`src/rtl/pwmt_pkg.sv`:
```
package pwmt_pkg;

  // Sync-out source encoding on sync_sel_i
  typedef enum logic [1:0] {
    SYNC_OFF   = 2'd0,
    SYNC_PRD   = 2'd1,
    SYNC_RELAY = 2'd2,
    SYNC_OFF_B = 2'd3
  } sync_src_e;

endpackage

```
`src/rtl/pwmt_shadow.sv`:
```
// Active period and compare registers; inputs act as the shadow side.
module pwmt_shadow #(
  parameter int CNT_W = 16
) (
  input  logic             clk,
  input  logic             rst,
  input  logic             run,
  input  logic             wrap,
  input  logic [CNT_W-1:0] prd_in,
  input  logic [CNT_W-1:0] cmp_in,
  output logic [CNT_W-1:0] prd_act,
  output logic [CNT_W-1:0] cmp_act
);

  logic take;

  // transfer only at the wrap while running, freely while stopped
  assign take = !run || wrap;

  always_ff @(posedge clk) begin
    if (rst) begin
      prd_act <= '0;
      cmp_act <= '0;
    end else if (take) begin
      prd_act <= prd_in;
      cmp_act <= cmp_in;
    end
  end

endmodule

```
`src/rtl/pwmt_timebase.sv`:
```
// Up-counter with wrap at the active period and phase load on sync.
module pwmt_timebase #(
  parameter int CNT_W = 16
) (
  input  logic             clk,
  input  logic             rst,
  input  logic             run,
  input  logic             load_phase,
  input  logic [CNT_W-1:0] phase,
  input  logic [CNT_W-1:0] prd_act,
  output logic [CNT_W-1:0] cnt,
  output logic             at_prd,
  output logic             wrap
);

  logic at_or_past;

  assign at_or_past = (cnt >= prd_act);
  assign at_prd     = (cnt == prd_act);
  assign wrap       = run && at_or_past;

  always_ff @(posedge clk) begin
    if (rst) begin
      cnt <= '0;
    end else if (run) begin
      if (load_phase) begin
        cnt <= phase;               // sync load wins over increment
      end else if (at_or_past) begin
        cnt <= '0;                  // wrap
      end else begin
        cnt <= cnt + 1'b1;
      end
    end
  end

endmodule

```
`src/rtl/pwmt_outstage.sv`:
```
// Registered PWM pin and sync-out routing.
module pwmt_outstage
  import pwmt_pkg::*;
#(
  parameter int CNT_W = 16
) (
  input  logic             clk,
  input  logic             rst,
  input  logic             run,
  input  logic [CNT_W-1:0] cnt,
  input  logic [CNT_W-1:0] cmp_act,
  input  logic             at_prd,
  input  logic             pol_low,
  input  logic [1:0]       sync_sel,
  input  logic             sync_in,
  output logic             pwm,
  output logic             sync_out
);

  logic      active;
  logic      pwm_d;
  logic      sync_d;
  sync_src_e src;

  assign src    = sync_src_e'(sync_sel);
  assign active = (cnt < cmp_act);
  assign pwm_d  = active ^ pol_low;

  always_comb begin
    case (src)
      SYNC_PRD:   sync_d = run && at_prd;
      SYNC_RELAY: sync_d = sync_in;
      default:    sync_d = 1'b0;
    endcase
  end

  always_ff @(posedge clk) begin
    if (rst) begin
      pwm      <= 1'b0;
      sync_out <= 1'b0;
    end else begin
      pwm      <= pwm_d;
      sync_out <= sync_d;
    end
  end

endmodule

```
`src/rtl/phsync_pwm_timer.sv`:
```
module phsync_pwm_timer #(
  parameter int CNT_W = 16
) (
  input  logic             clk,
  input  logic             rst,
  input  logic             run_i,
  input  logic [CNT_W-1:0] period_i,
  input  logic [CNT_W-1:0] compare_i,
  input  logic [CNT_W-1:0] phase_i,
  input  logic             pol_low_i,
  input  logic             sync_en_i,
  input  logic [1:0]       sync_sel_i,
  input  logic             sync_in_i,
  output logic             sync_out_o,
  output logic             pwm_o
);

  logic [CNT_W-1:0] cnt_q;
  logic [CNT_W-1:0] prd_act;
  logic [CNT_W-1:0] cmp_act;
  logic             at_prd;
  logic             wrap;
  logic             load_phase;

  assign load_phase = sync_en_i && sync_in_i;   // gated by enable

  pwmt_shadow #(.CNT_W(CNT_W)) shadow_i (
    .clk     (clk),
    .rst     (rst),
    .run     (run_i),
    .wrap    (wrap),
    .prd_in  (period_i),
    .cmp_in  (compare_i),
    .prd_act (prd_act),
    .cmp_act (cmp_act)
  );

  pwmt_timebase #(.CNT_W(CNT_W)) tb_i (
    .clk        (clk),
    .rst        (rst),
    .run        (run_i),
    .load_phase (load_phase),
    .phase      (phase_i),
    .prd_act    (prd_act),
    .cnt        (cnt_q),
    .at_prd     (at_prd),
    .wrap       (wrap)
  );

  pwmt_outstage #(.CNT_W(CNT_W)) out_i (
    .clk      (clk),
    .rst      (rst),
    .run      (run_i),
    .cnt      (cnt_q),
    .cmp_act  (cmp_act),
    .at_prd   (at_prd),
    .pol_low  (pol_low_i),
    .sync_sel (sync_sel_i),
    .sync_in  (sync_in_i),
    .pwm      (pwm_o),
    .sync_out (sync_out_o)
  );

endmodule

```
`config.mk`:
```
export PLATFORM = sky130hd
export DESIGN_NAME = phsync_pwm_timer
export DESIGN_NICKNAME = d
export VERILOG_FILES = /design/src/rtl/pwmt_pkg.sv /design/src/rtl/pwmt_shadow.sv /design/src/rtl/pwmt_timebase.sv /design/src/rtl/pwmt_outstage.sv /design/src/rtl/phsync_pwm_timer.sv
export SDC_FILE = /design/constraint.sdc
export NUM_CORES = 1
export LEC_CHECK = 0
export BUFFER_PORTS_ARGS = -buffer_cell sky130_fd_sc_hd__buf_2
export CAP_MARGIN = 20
export CORE_MARGIN = 2
export CORE_UTILIZATION = 50
export CTS_CLUSTER_DIAMETER = 200
export CTS_CLUSTER_SIZE = 14
export DETAILED_ROUTE_END_ITERATION = 12
export PLACE_DENSITY = 0.73
export SYNTH_ARGS = -nofsm -noshare
export SYNTH_HDL_FRONTEND = slang
export SYNTH_HIERARCHICAL = 1
export SYNTH_SLANG_ARGS = --single-unit
```
`constraint.sdc`:
```
create_clock -name clk -period 3.22 [get_ports clk]
set_input_delay 0.644 -clock clk [delete_from_list [all_inputs] [get_ports clk]]
set_output_delay 0.644 -clock clk [all_outputs]
set_load 0.1 [all_outputs]
```
==> summary.md, run 1 <==
| Metric | Value |
|---|---|
| Crit path max-delay family | simple AND/OR/NAND/NOR gates |
| Tot Pwr | 1.58 mW |
| Port Buf Inserts | 57 |
| Chip height | 87.6 µm |
| Final cell count without fillers | 549 |
| Worst Path Arrival | 3.05 ns |
| Crit path top cell by count | nor2_1 |
| Final setup viols | 0 |
| Antenna-violating nets left | 0 |
| Final min period | 2.81 ns |
| Most frequent cells in the layout | 57 x buf_2, 50 x dfxtp_1, 35 x inv_1 |
| First-pass DRT Iterations | 4 |
| Post-synth cell types | 49 |
| Async set-reset flop share out of synthesis | 0 |
| Hold buffers post-CTS | 0 |
| Pwr Density | 400 nW/µm² |
| Reg2reg start | tb_i/cnt[13]$_SDFFE_PP0P_ |
| Die width | 87.6 µm |
| Ranking of synthesized cells by area | dfxtp_1 29%, ha_1 12%, nand4bb_1 10% |
| CP max FO | 32 |
| Hold wc startpoint | shadow_i/prd_act[12]$_SDFFE_PP0P_ |
| Status | completed |
| Clk_skew | 0.00363 ns |
| Hold Crit Endpoint | shadow_i/prd_act[12]$_SDFFE_PP0P_ |
| Worst vdd ir | 0.231 mV |
| Post-DP HPWL | 6.29 mm |
| Measured slew at the worst slew-check pin | 0.648 ns |
| Total CTS buffers | 5 |
| # DRC | 0 |
| Net count, final | 542 |
| Hold path depth | 2 |
| Fin Setup TNS | 0 ns |
| Pre-CTS WS | 0.450 ns |
| Vias per inst | 5.69 |
| Reg2reg path depth | 8 |
| Area grow syn2layout | 12.8% |
| Area leader, netlist | dfxtp_1 |
| Critical path buffer and inverter count | 0 |
| Synth Instances | 403 |
| Max Buffers Root-to-Sink | 2 |
| Worst hold-check path type | reg2reg |
| Crit-path cells | ha_1 -> nand4_1 -> or4_4 -> nor4_4 -> nor2_1 -> nor2_1 -> and2b_4 -> o21ai_1 |
| Final hold violations | 0 |
| GRT Total Usage | 0.233 |
| Post-synthesis sequential area ratio | 0.286 |
| WL final | 8.60 mm |
| First-pass GRT wire length | 14.3 mm |
| CTS sink count | 50 |
| Relative slew slack | 0.568 |
| N_diodes | 0 |
| Vias in the first global route | 3,048 |
| Die area | 7680 µm² |
| Worst reg-to-reg setup slack | 0.41 ns |
| Slew Viols, Final | 0 |
| Total gr overflow | 0 |
| Initial antenna violation count | 0 |
| CORE AREA | 6790 µm² |
| Drt initial violations | 202 |
| Worst reg2reg endpoint | shadow_i/cmp_act[15]$_SDFFE_PP0P_ |
| RSZ-0062 raised after global routing | no |
| Layout cell share with drive strength beyond 1 | 0.256 |
| #FFs+latches synth | 50 |
| IO Pins | 58 |
| Period utilization | 0.872 |
| Leak pwr | 1.60 nW |
| Avg Cell Area, Syn | 8.68 µm² |
| Worst setup path class | reg2reg |
| Starting Density | 0.515 |
| Fmax | 356 MHz |
| GP Congestion | 0.856 |
| Largest net degree at the start of global routing | 45 |
| Post-Syn Nets | 493 |
| Crit. path cell count | 8 |
| Maxcap violations | 0 |
| Setup crit start kind | flop |
| Clock root buffer | clkbuf_8 |
| Cell Area, Synth | 3500 µm² |
| Commonest non-fill, non-tap cell in the layout | buf_2 |
| Yosys Warn Count | 6 |
| Per-cell routed wire length | 15.7 µm |
| Synth top area share | 0.286 |
| Clk slew on worst S/H paths | 0.09 ns |
| Core Rows | 30 |
| CTS resizes | 0 |
| Clk_lat worst skew | 0.31 ns |
| CP Data Required Time | 3.46 ns |
| Crit-path slowest cell | or4_4 |
| Setup ws final | 0.412 ns |
| Max stage delay on crit path | 0.61 ns |
| Worst setup EP type | flop |
| H-tree depth | 2 |
| Post-CTS Setup Bufs | 0 |
| Placed cells | 541 |
| EDFF count, synth | 0 |
| DR vias | 3,126 |
| Main synth FF type | dfxtp_1 |
| TritonCTS clock tree | built |
## flip-flops by register name, summed over array words and instances, names as in the netlist
| register | count |
|---|---|
| out_i/sync_out | 1 |
| shadow_i/cmp_act | 16 |
| shadow_i/prd_act | 16 |
| out_i/pwm | 1 |
| tb_i/cnt | 16 |
## where the power goes
part	internal (mW)	switching, mW
Clock	0.173	0.219
Sequential	0.667	0.0379
Combinational	0.214	0.269
Total	1.05	0.526
## worst register-to-register path, cell delays in order (launching register included)
cell and delay [ns]:
dfxtp_1 0.41, ha_1 0.33, nand4_1 0.19, or4_4 0.61, nor4_4 0.35, nor2_1 0.08, nor2_1 0.17, and2b_4 0.38
o21ai_1 0.23
## logic make-up after synthesis
| logic type | after synthesis | share of synthesized area |
|---|---|---|
| flip-flops | 50 | 0.286 |
| AO/OA/AOI/OAI | 91 | 0.186 |
| adder cells (fa/ha/maj) | 34 | 0.122 |
| AND/OR/NAND/NOR | 164 | 0.321 |
| buffers and inverters | 62 | 0.0769 |
| multiplexers | 2 | 0.00751 |
## metrics by stage
step	utilization	instance area, µm²	hold slack (ns)
2_1_floorplan	-	3500	0.466
3_3_place_gp	0.567	3850	0.485
3_5_place_dp	0.567	3850	0.484
4_1_cts	0.581	3950	0.499
5_1_grt	0.581	3950	0.530
6_report	0.581	3950	0.501
## Yosys cell counts, drive strengths merged (7+ instances only)
cell type,instances
inv,36
nor3,7
ha,34
dfxtp,50
buf,14
and3,7
nand2,31
a21oi,10
nand2b,34
o21ai,48
nand4b,7
nor4,9
a31oi,15
nor2,13
nand4bb,32
clkbuf,12
## area by class of cell
class / instances / area (µm²)
well taps: 96 / 120
clock inverters: 2 / 12.5
clock buffers: 6 / 82.6
repair buffers: 68 / 368
multi-input cells: 291 / 2230
inverters: 36 / 135
flip-flops and latches: 50 / 1000
fillers: 631 / 2850
## metal layers
| layer | wire [µm] | track usage | vias up | share of wire |
|---|---|---|---|---|
| met4 | 127 | 0.0755 | 0 | 0.015 |
| li1 | - | - | 1566 | - |
| met2 | 4090 | 0.384 | 101 | 0.48 |
| met5 | 0 | 0 | - | 0 |
| met3 | 379 | 0.0405 | 13 | 0.044 |
| met1 | 4000 | 0.311 | 1446 | 0.46 |
## worst max path at each step
stage                     slack (ns)                                end                         startpoint
final                           0.41  shadow_i/cmp_act[15]$_SDFFE_PP0P_          tb_i/cnt[13]$_SDFFE_PP0P_
after global routing            0.26  shadow_i/prd_act[15]$_SDFFE_PP0P_          tb_i/cnt[13]$_SDFFE_PP0P_
after CTS                       0.42  shadow_i/cmp_act[15]$_SDFFE_PP0P_          tb_i/cnt[13]$_SDFFE_PP0P_
after detailed placement        0.45  shadow_i/cmp_act[15]$_SDFFE_PP0P_          tb_i/cnt[13]$_SDFFE_PP0P_
after global placement          0.55   shadow_i/prd_act[2]$_SDFFE_PP0P_          tb_i/cnt[13]$_SDFFE_PP0P_
after floorplan                 0.55   shadow_i/cmp_act[0]$_SDFFE_PP0P_  shadow_i/prd_act[15]$_SDFFE_PP0P_
No activity file was read; power rests on OpenSTA's default activity.
==> inputs of run 2 (changes only) <==
--- a/config.mk
+++ b/config.mk
@@ -5,13 +5,15 @@
 export SDC_FILE = /design/constraint.sdc
 export NUM_CORES = 1
 export LEC_CHECK = 0
+export ABC_AREA = 1
 export BUFFER_PORTS_ARGS = -buffer_cell sky130_fd_sc_hd__buf_2
 export CAP_MARGIN = 20
-export CORE_MARGIN = 2
+export CORE_MARGIN = 8
 export CORE_UTILIZATION = 50
 export CTS_CLUSTER_DIAMETER = 200
 export CTS_CLUSTER_SIZE = 14
 export DETAILED_ROUTE_END_ITERATION = 12
+export GPL_TIMING_DRIVEN = 0
 export PLACE_DENSITY = 0.73
 export SYNTH_ARGS = -nofsm -noshare
 export SYNTH_HDL_FRONTEND = slang
==> run 2 against run 1 <==
Effect of this change:
- hold slack improved by 0.032 ns
- clock skew increased by 0.0056 ns
- combinational power is 4.8% higher
- die area increased by 29%
- flip-flop and latch count stayed put
- critical path type unchanged
==> summary.md, run 2 <==
| Metric | Value |
|---|---|
| DR vias | 3,506 (+12%) |
| WL final | 8.90 mm (+3.5%) |
| RSZ-0062 raised after global routing | no |
| Worst setup path class | reg2reg |
| Final cell count without fillers | 699 (+27%) |
| Most frequent cell after synthesis | nor2_1 |
| Clk_lat worst skew | 0.31 ns (about the same) |
| Max Buffers Root-to-Sink | 2 (unchanged) |
| IO Pins | 58 (unchanged) |
| Clk slew on worst S/H paths | 0.10 ns (about the same) |
| Post-CTS Setup Bufs | 0 (unchanged) |
| Vias in the first global route | 3,358 (+10%) |
| Ranking of synthesized cells by area | dfxtp_1 29%, ha_1 12%, nor2_1 11% |
| Post-DP HPWL | 6.80 mm (+8.1%) |
| Fmax | 381 MHz (+6.9%) |
| Worst setup EP type | flop |
| Per-cell routed wire length | 12.7 µm (-19%) |
| Chip height | 99.5 µm (+14%) |
| Commonest non-fill, non-tap cell in the layout | nor2_1 |
| Largest net degree at the start of global routing | 17 (-62%) |
| Final hold violations | 0 (unchanged) |
| CP Data Required Time | 3.47 ns (about the same) |
| Die width | 99.5 µm (+14%) |
| Die area | 9900 µm² (+29%) |
| Layout cell share with drive strength beyond 1 | 0.150 (-0.106) |
| CP max FO | 10 (-69%) |
| Post-synth cell types | 30 (-39%) |
| H-tree depth | 2 (unchanged) |
| GP Congestion | 0.949 (+11%) |
| Port Buf Inserts | 57 (unchanged) |
| Area leader, netlist | dfxtp_1 |
| EDFF count, synth | 0 (unchanged) |
| TritonCTS clock tree | built |
| CTS resizes | 0 (unchanged) |
| Starting Density | 0.516 (+0.00119) |
| Worst Path Arrival | 2.88 ns (-0.17 ns) |
| Maxcap violations | 0 (unchanged) |
| Post-Syn Nets | 644 (+31%) |
| Vias per inst | 5.02 (-12%) |
| First-pass GRT wire length | 15.0 mm (+5.4%) |
| First-pass DRT Iterations | 4 (unchanged) |
| Total CTS buffers | 5 (unchanged) |
| Placed cells | 691 (+28%) |
| Top cells by count, synth | 105 x nor2_1, 100 x nand2_1, 92 x inv_1, 55 x nand3_1, 50 x dfxtp_1 |
| Antenna-violating nets left | 0 (unchanged) |
| Initial antenna violation count | 0 (unchanged) |
| CORE AREA | 6760 µm² (-0.55%) |
| Worst hold-check path type | reg2reg |
| Leak pwr | 2.06 nW (+28%) |
| Core Rows | 30 (unchanged) |
| #FFs+latches synth | 50 (unchanged) |
| Period utilization | 0.816 (-0.0564) |
| Final Instance Area | 3970 µm² (+0.63%) |
| N_diodes | 0 (unchanged) |
| Worst vdd ir | 0.275 mV (+19%) |
| Hold path depth | 4 (+2) |
| Clk_skew | 0.00922 ns (+0.00559 ns) |
| CTS sink count | 50 (unchanged) |
| Hold buffers post-CTS | 0 (unchanged) |
| Placed cell area | 3870 µm² (+0.52%) |
| Pwr Density | 414 nW/µm² (+3.4%) |
| # DRC | 0 (unchanged) |
| Final min period | 2.63 ns (-0.182 ns) |
| Net count, final | 708 (+31%) |
| Worst reg-to-reg setup slack | 0.59 ns (+0.18 ns) |
| Yosys Warn Count | 6 (unchanged) |
| Status | completed |
| Most frequent cells in the layout | 105 x nor2_1, 100 x nand2_1, 92 x inv_1 |
| Synth Instances | 554 (+37%) |
| Setup crit start kind | flop |
| Largest regs | shadow_i/cmp_act x16, shadow_i/prd_act x16, tb_i/cnt x16 |
| Avg Cell Area, Syn | 6.29 µm² (-27%) |
| Area grow syn2layout | 13.9% |
| Fin Setup TNS | 0 ns (unchanged) |
| Main synth FF type | dfxtp_1 |
| Hold WS | 0.532 ns (+0.0315 ns) |
| Total gr overflow | 0 (unchanged) |
| Measured slew at the worst slew-check pin | 0.504 ns (-0.144 ns) |
| GRT Total Usage | 0.183 (-0.0503) |
| Layout fillers | 699 (+11%) |
| Clock root buffer | clkbuf_8 |
| Slew Viols, Final | 0 (unchanged) |
| Final setup viols | 0 (unchanged) |
| Synth top area share | 0.287 (+0.000925) |
| Async set-reset flop share out of synthesis | 0 (unchanged) |
| Drt initial violations | 161 (-20%) |
| Reg2reg path depth | 14 (+6) |
| Post-synthesis sequential area ratio | 0.287 (+0.000925) |
| Cell Area, Synth | 3490 µm² (-0.32%) |
| Relative slew slack | 0.664 (+0.0963) |
## run 2: changes by cell type after synthesis, moves of 15 or more
cell	delta
a21oi_1	+35
nand2_1	+69
nand4bb_1	-32
nand2b_1	-34
a31oi_1	-15
nor2_1	+92
inv_1	+57
o21ai_2	-30
nand3_1	+51
## run 2: kinds of logic (layout without fill, tap and decap cells)
group | count (synthesis) | count (layout) | synth area share
AO/OA/AOI/OAI | 70 | 70 | 0.103
XOR/XNOR | 2 | 2 | 0.00503
adder cells (fa/ha/maj) | 34 | 34 | 0.122
buffers and inverters | 119 | 184 | 0.140
flip-flops | 50 | 50 | 0.287
AND/OR/NAND/NOR | 279 | 279 | 0.342
## run 2: cell type report
cell class                      instances  area [µm²]  share of cell area
Inverter                               98         368              0.0926
Multi-Input combinational cell        385        2000               0.503
Clock buffer                            6        82.6              0.0208
Buffer                                 21         121              0.0306
Timing Repair Buffer                   57         285              0.0718
Tap cell                               80         100              0.0252
Sequential cell                        50        1000               0.252
Clock inverter                          2        17.5             0.00441
## run 2: final timing paths
check	startpoint	endpoint
max reg2reg	tb_i/cnt[0]$_SDFFE_PP0P_	shadow_i/prd_act[13]$_SDFFE_PP0P_
min	shadow_i/cmp_act[3]$_SDFFE_PP0P_	shadow_i/cmp_act[3]$_SDFFE_PP0P_
min reg2reg	shadow_i/cmp_act[3]$_SDFFE_PP0P_	shadow_i/cmp_act[3]$_SDFFE_PP0P_
max	tb_i/cnt[0]$_SDFFE_PP0P_	shadow_i/prd_act[13]$_SDFFE_PP0P_
## run 2: report_power, final
part	leakage, nW	total, mW	internal [mW]	switching, mW
clock network	0.0514	0.406	0.177	0.229
logic	1.59	0.506	0.201	0.305
registers	0.415	0.731	0.678	0.0529
## run 2: worst max-delay path, cell delays in order (launching register included)
cell,delay (ns)
dfxtp_1,0.47
inv_1,0.08
ha_1,0.28
nand2_1,0.04
nor2_1,0.12
nand2_1,0.10
o21ai_1,0.22
nor2_4,0.10
buf_6,0.16
a21oi_1,0.32
inv_1,0.18
buf_2,0.22
nand3_1,0.10
nand2_1,0.05
nor2_1,0.12
## run 2: routing by layer
metal | up-vias | share of wire | GRT usage | wire [µm]
li1 | 1857 | - | - | -
met1 | 1559 | 0.47 | 0.228 | 4160
met2 | 79 | 0.47 | 0.310 | 4170
met3 | 11 | 0.052 | 0.0377 | 462
met4 | 0 | 0.012 | 0.0512 | 110
met5 | - | 0 | 0 | 0
## run 2: stage by stage
step | worst slack, ns | utilization | power, mW
after floorplan | 1.11 | - | 1.11
after global placement | 0.717 | 0.573 | 1.23
after detailed placement | 0.655 | 0.573 | 1.25
after CTS | 0.643 | 0.588 | 1.66
after global routing | 0.330 | 0.588 | 1.77
final | 0.593 | 0.588 | 1.64
==> inputs of run 3 (changes only) <==
--- a/config.mk
+++ b/config.mk
@@ -14,7 +14,7 @@
 export CTS_CLUSTER_SIZE = 14
 export DETAILED_ROUTE_END_ITERATION = 12
 export GPL_TIMING_DRIVEN = 0
-export PLACE_DENSITY = 0.73
+export PLACE_DENSITY = 0.76
 export SYNTH_ARGS = -nofsm -noshare
 export SYNTH_HDL_FRONTEND = slang
 export SYNTH_HIERARCHICAL = 1
==> constraint.sdc (replaced) <==
create_clock -name clk -period 2.2 [get_ports clk]
set_input_delay 0.44 -clock clk [delete_from_list [all_inputs] [get_ports clk]]
set_output_delay 0.44 -clock clk [all_outputs]
set_load 0.1 [all_outputs]
==> run 3 against run 2 <==
Effect of this change:
- first-iteration DRC count grew 70%
- critical path depth unchanged
- via count is 8.6% higher
- non-clock buffer count grew 22
- power up 60%
- sequential share of layout area is 1.2 points lower
- global-route usage rose by 0.55 points
- largest cell class unchanged
==> summary.md, run 3 (synthesized netlist as in run 2, its figures left out) <==
| Metric | Value |
|---|---|
| N_diodes | 0 (unchanged) |
| GP Congestion | 0.951 (+0.20%) |
| CORE AREA | 6760 µm² (unchanged) |
| Critical path buffer and inverter count | 4 (unchanged) |
| Post-DP HPWL | 6.89 mm (+1.3%) |
| Comb power frac | 0.368 (+0.060) |
| Crit-path cells | inv_1 -> ha_4 -> nand2_2 -> nor2_4 -> nand2_2 -> o21ai_2 -> nor2_4 -> buf_6 -> a21oi_4 -> inv_4 -> buf_8 -> nand3_1 -> nand2_1 -> nor2_1 |
| Relative slew slack | 0.640 (-0.0241) |
| H-tree depth | 2 (unchanged) |
| Fmax | 463 MHz (+22%) |
| Maxcap violations | 0 (unchanged) |
| Final setup viols | 0 (unchanged) |
| Measured slew at the worst slew-check pin | 0.540 ns (+0.0362 ns) |
| Sw frac | 0.375 (+0.0184) |
| Commonest non-fill, non-tap cell in the layout | nor2_1 |
| CP Data Required Time | 2.45 ns (-1.02 ns) |
| Worst Path Arrival | 2.41 ns (-0.47 ns) |
| Port Buf Inserts | 57 (unchanged) |
| TritonCTS clock tree | built |
| Crit-path slowest cell | dfxtp_2 |
| Vias in the first global route | 3,523 (+4.9%) |
| Slew Viols, Final | 0 (unchanged) |
| Largest regs | shadow_i/cmp_act x16, shadow_i/prd_act x16, tb_i/cnt x16 |
| GRT Total Usage | 0.189 (+0.00547) |
| Vias per inst | 5.28 (+5.3%) |
| CP max FO | 10 (unchanged) |
| Multi-input gate area | 2200 µm² (+10%) |
| Worst vdd ir | 0.301 mV (+9.5%) |
| Setup crit start kind | flop |
| Clk_lat worst skew | 0.32 ns (about the same) |
| DR vias | 3,808 (+8.6%) |
| Period utilization | 0.981 (+0.165) |
| Clk_skew | 0.0104 ns (+0.00114 ns) |
| Status | completed |
| Sequential cell area | 1060 µm² (+5.6%) |
| Final cell count without fillers | 721 (+3.1%) |
| Leak pwr | 2.20 nW (+6.9%) |
| Hold buffers post-CTS | 0 (unchanged) |
| Largest net degree at the start of global routing | 18 (+1) |
| Layout cell share with drive strength beyond 1 | 0.276 (+0.126) |
| Chip height | 99.5 µm (unchanged) |
| Antenna-violating nets left | 0 (unchanged) |
| Final min period | 2.16 ns (-0.469 ns) |
| Die area | 9900 µm² (unchanged) |
| Clk slew on worst S/H paths | 0.11 ns (about the same) |
| Clock root buffer | clkbuf_8 |
| WL final | 10.1 mm (+14%) |
| Clock share of power | 0.223 (-0.024) |
| Worst setup path class | reg2reg |
| Crit path max-delay family | simple AND/OR/NAND/NOR gates |
| First-pass DRT Iterations | 5 (+1) |
| Max stage delay on crit path | 0.34 ns (-0.13 ns) |
| Die width | 99.5 µm (unchanged) |
| Per-cell routed wire length | 14.1 µm (+10%) |
| Max Buffers Root-to-Sink | 2 (unchanged) |
| Worst hold-check path type | in2reg |
| Starting Density | 0.516 (unchanged) |
| Placed cells | 691 (unchanged) |
| Area grow syn2layout | 26.6% |
| Initial antenna violation count | 0 (unchanged) |
| Worst setup EP type | flop |
| Core Rows | 30 (unchanged) |
| Drt initial violations | 273 (+70%) |
| Pwr Density | 598 nW/µm² (+44%) |
| Most frequent cells in the layout | 99 x nor2_1, 92 x nand2_1, 87 x inv_1 |
| Total gr overflow | 0 (unchanged) |
| CTS sink count | 50 (unchanged) |
| IO Pins | 58 (unchanged) |
| Total CTS buffers | 5 (unchanged) |
| # DRC | 0 (unchanged) |
| Seq pwr share | 0.409 (-0.036) |
| Fin Setup TNS | 0 ns (unchanged) |
| Final hold violations | 0 (unchanged) |
| Internal power | 1.65 mW (+56%) |
| Net count, final | 730 (+3.1%) |
| Hold WS | 0.320 ns (-0.212 ns) |
| First-pass GRT wire length | 15.5 mm (+3.1%) |
| P_sw | 0.990 mW (+69%) |
| Layout fillers | 602 (-14%) |
run 3: worst paths after layout:
check	end	depth (start not counted)	slack, ns	startpoint
max	shadow_i/prd_act[3]$_SDFFE_PP0P_	14	0.04	shadow_i/prd_act[13]$_SDFFE_PP0P_
min	shadow_i/cmp_act[9]$_SDFFE_PP0P_	3	0.32	compare_i[9]
max reg2reg	shadow_i/prd_act[3]$_SDFFE_PP0P_	14	0.04	shadow_i/prd_act[13]$_SDFFE_PP0P_
min reg2reg	shadow_i/cmp_act[3]$_SDFFE_PP0P_	4	0.53	shadow_i/cmp_act[3]$_SDFFE_PP0P_
run 3: power groups by stage:
stage / clock (mW) / sequential (mW) / combinational (mW)
3_3_place_gp: 0 / 1.09 / 0.713
6_report: 0.588 / 1.08 / 0.972
2_1_floorplan: 0 / 1.09 / 0.537
3_5_place_dp: 0 / 1.09 / 0.742
5_1_grt: 0.636 / 1.09 / 1.08
4_1_cts: 0.593 / 1.07 / 0.789
run 3: final cells by class:
cell class / instances / area share
clock buffer: 5 / 0.0156
buffer: 20 / 0.0315
inverter: 98 / 0.0839
multi-input combinational: 385 / 0.498
clock inverter: 3 / 0.00567
tap: 80 / 0.0227
sequential: 50 / 0.240
timing repair buffer: 80 / 0.103
run 3: metal layers:
| metal | track usage | up-vias | share of wire |
|---|---|---|---|
| met5 | 0 | - | 0 |
| met4 | 0.0524 | 0 | 0.024 |
| met3 | 0.0412 | 30 | 0.061 |
| met2 | 0.330 | 153 | 0.49 |
| met1 | 0.225 | 1725 | 0.42 |
| li1 | - | 1900 | - |
run 3: metrics by stage:
stage	worst slack, ns	power [mW]	area (µm²)	utilization
after floorplan	0.0853	1.62	3490	-
after global placement	-0.277	1.80	3870	0.573
after detailed placement	-0.381	1.83	3870	0.573
after CTS	-0.000447	2.45	4070	0.602
after global routing	-0.0599	2.81	4410	0.653
final	0.0425	2.64	4410	0.653
run 3: worst min-delay path, stage by stage:
cell,delay (ns)
buf_2,0.08
nor2_1,0.03
nor2_1,0.06
run 3: timing repair:
action	CTS	global route
gates resized for setup	25	59
endpoints found under the setup margin	32	32
pin swaps	7	16
gates cloned	0	1
buffers inserted	7	15
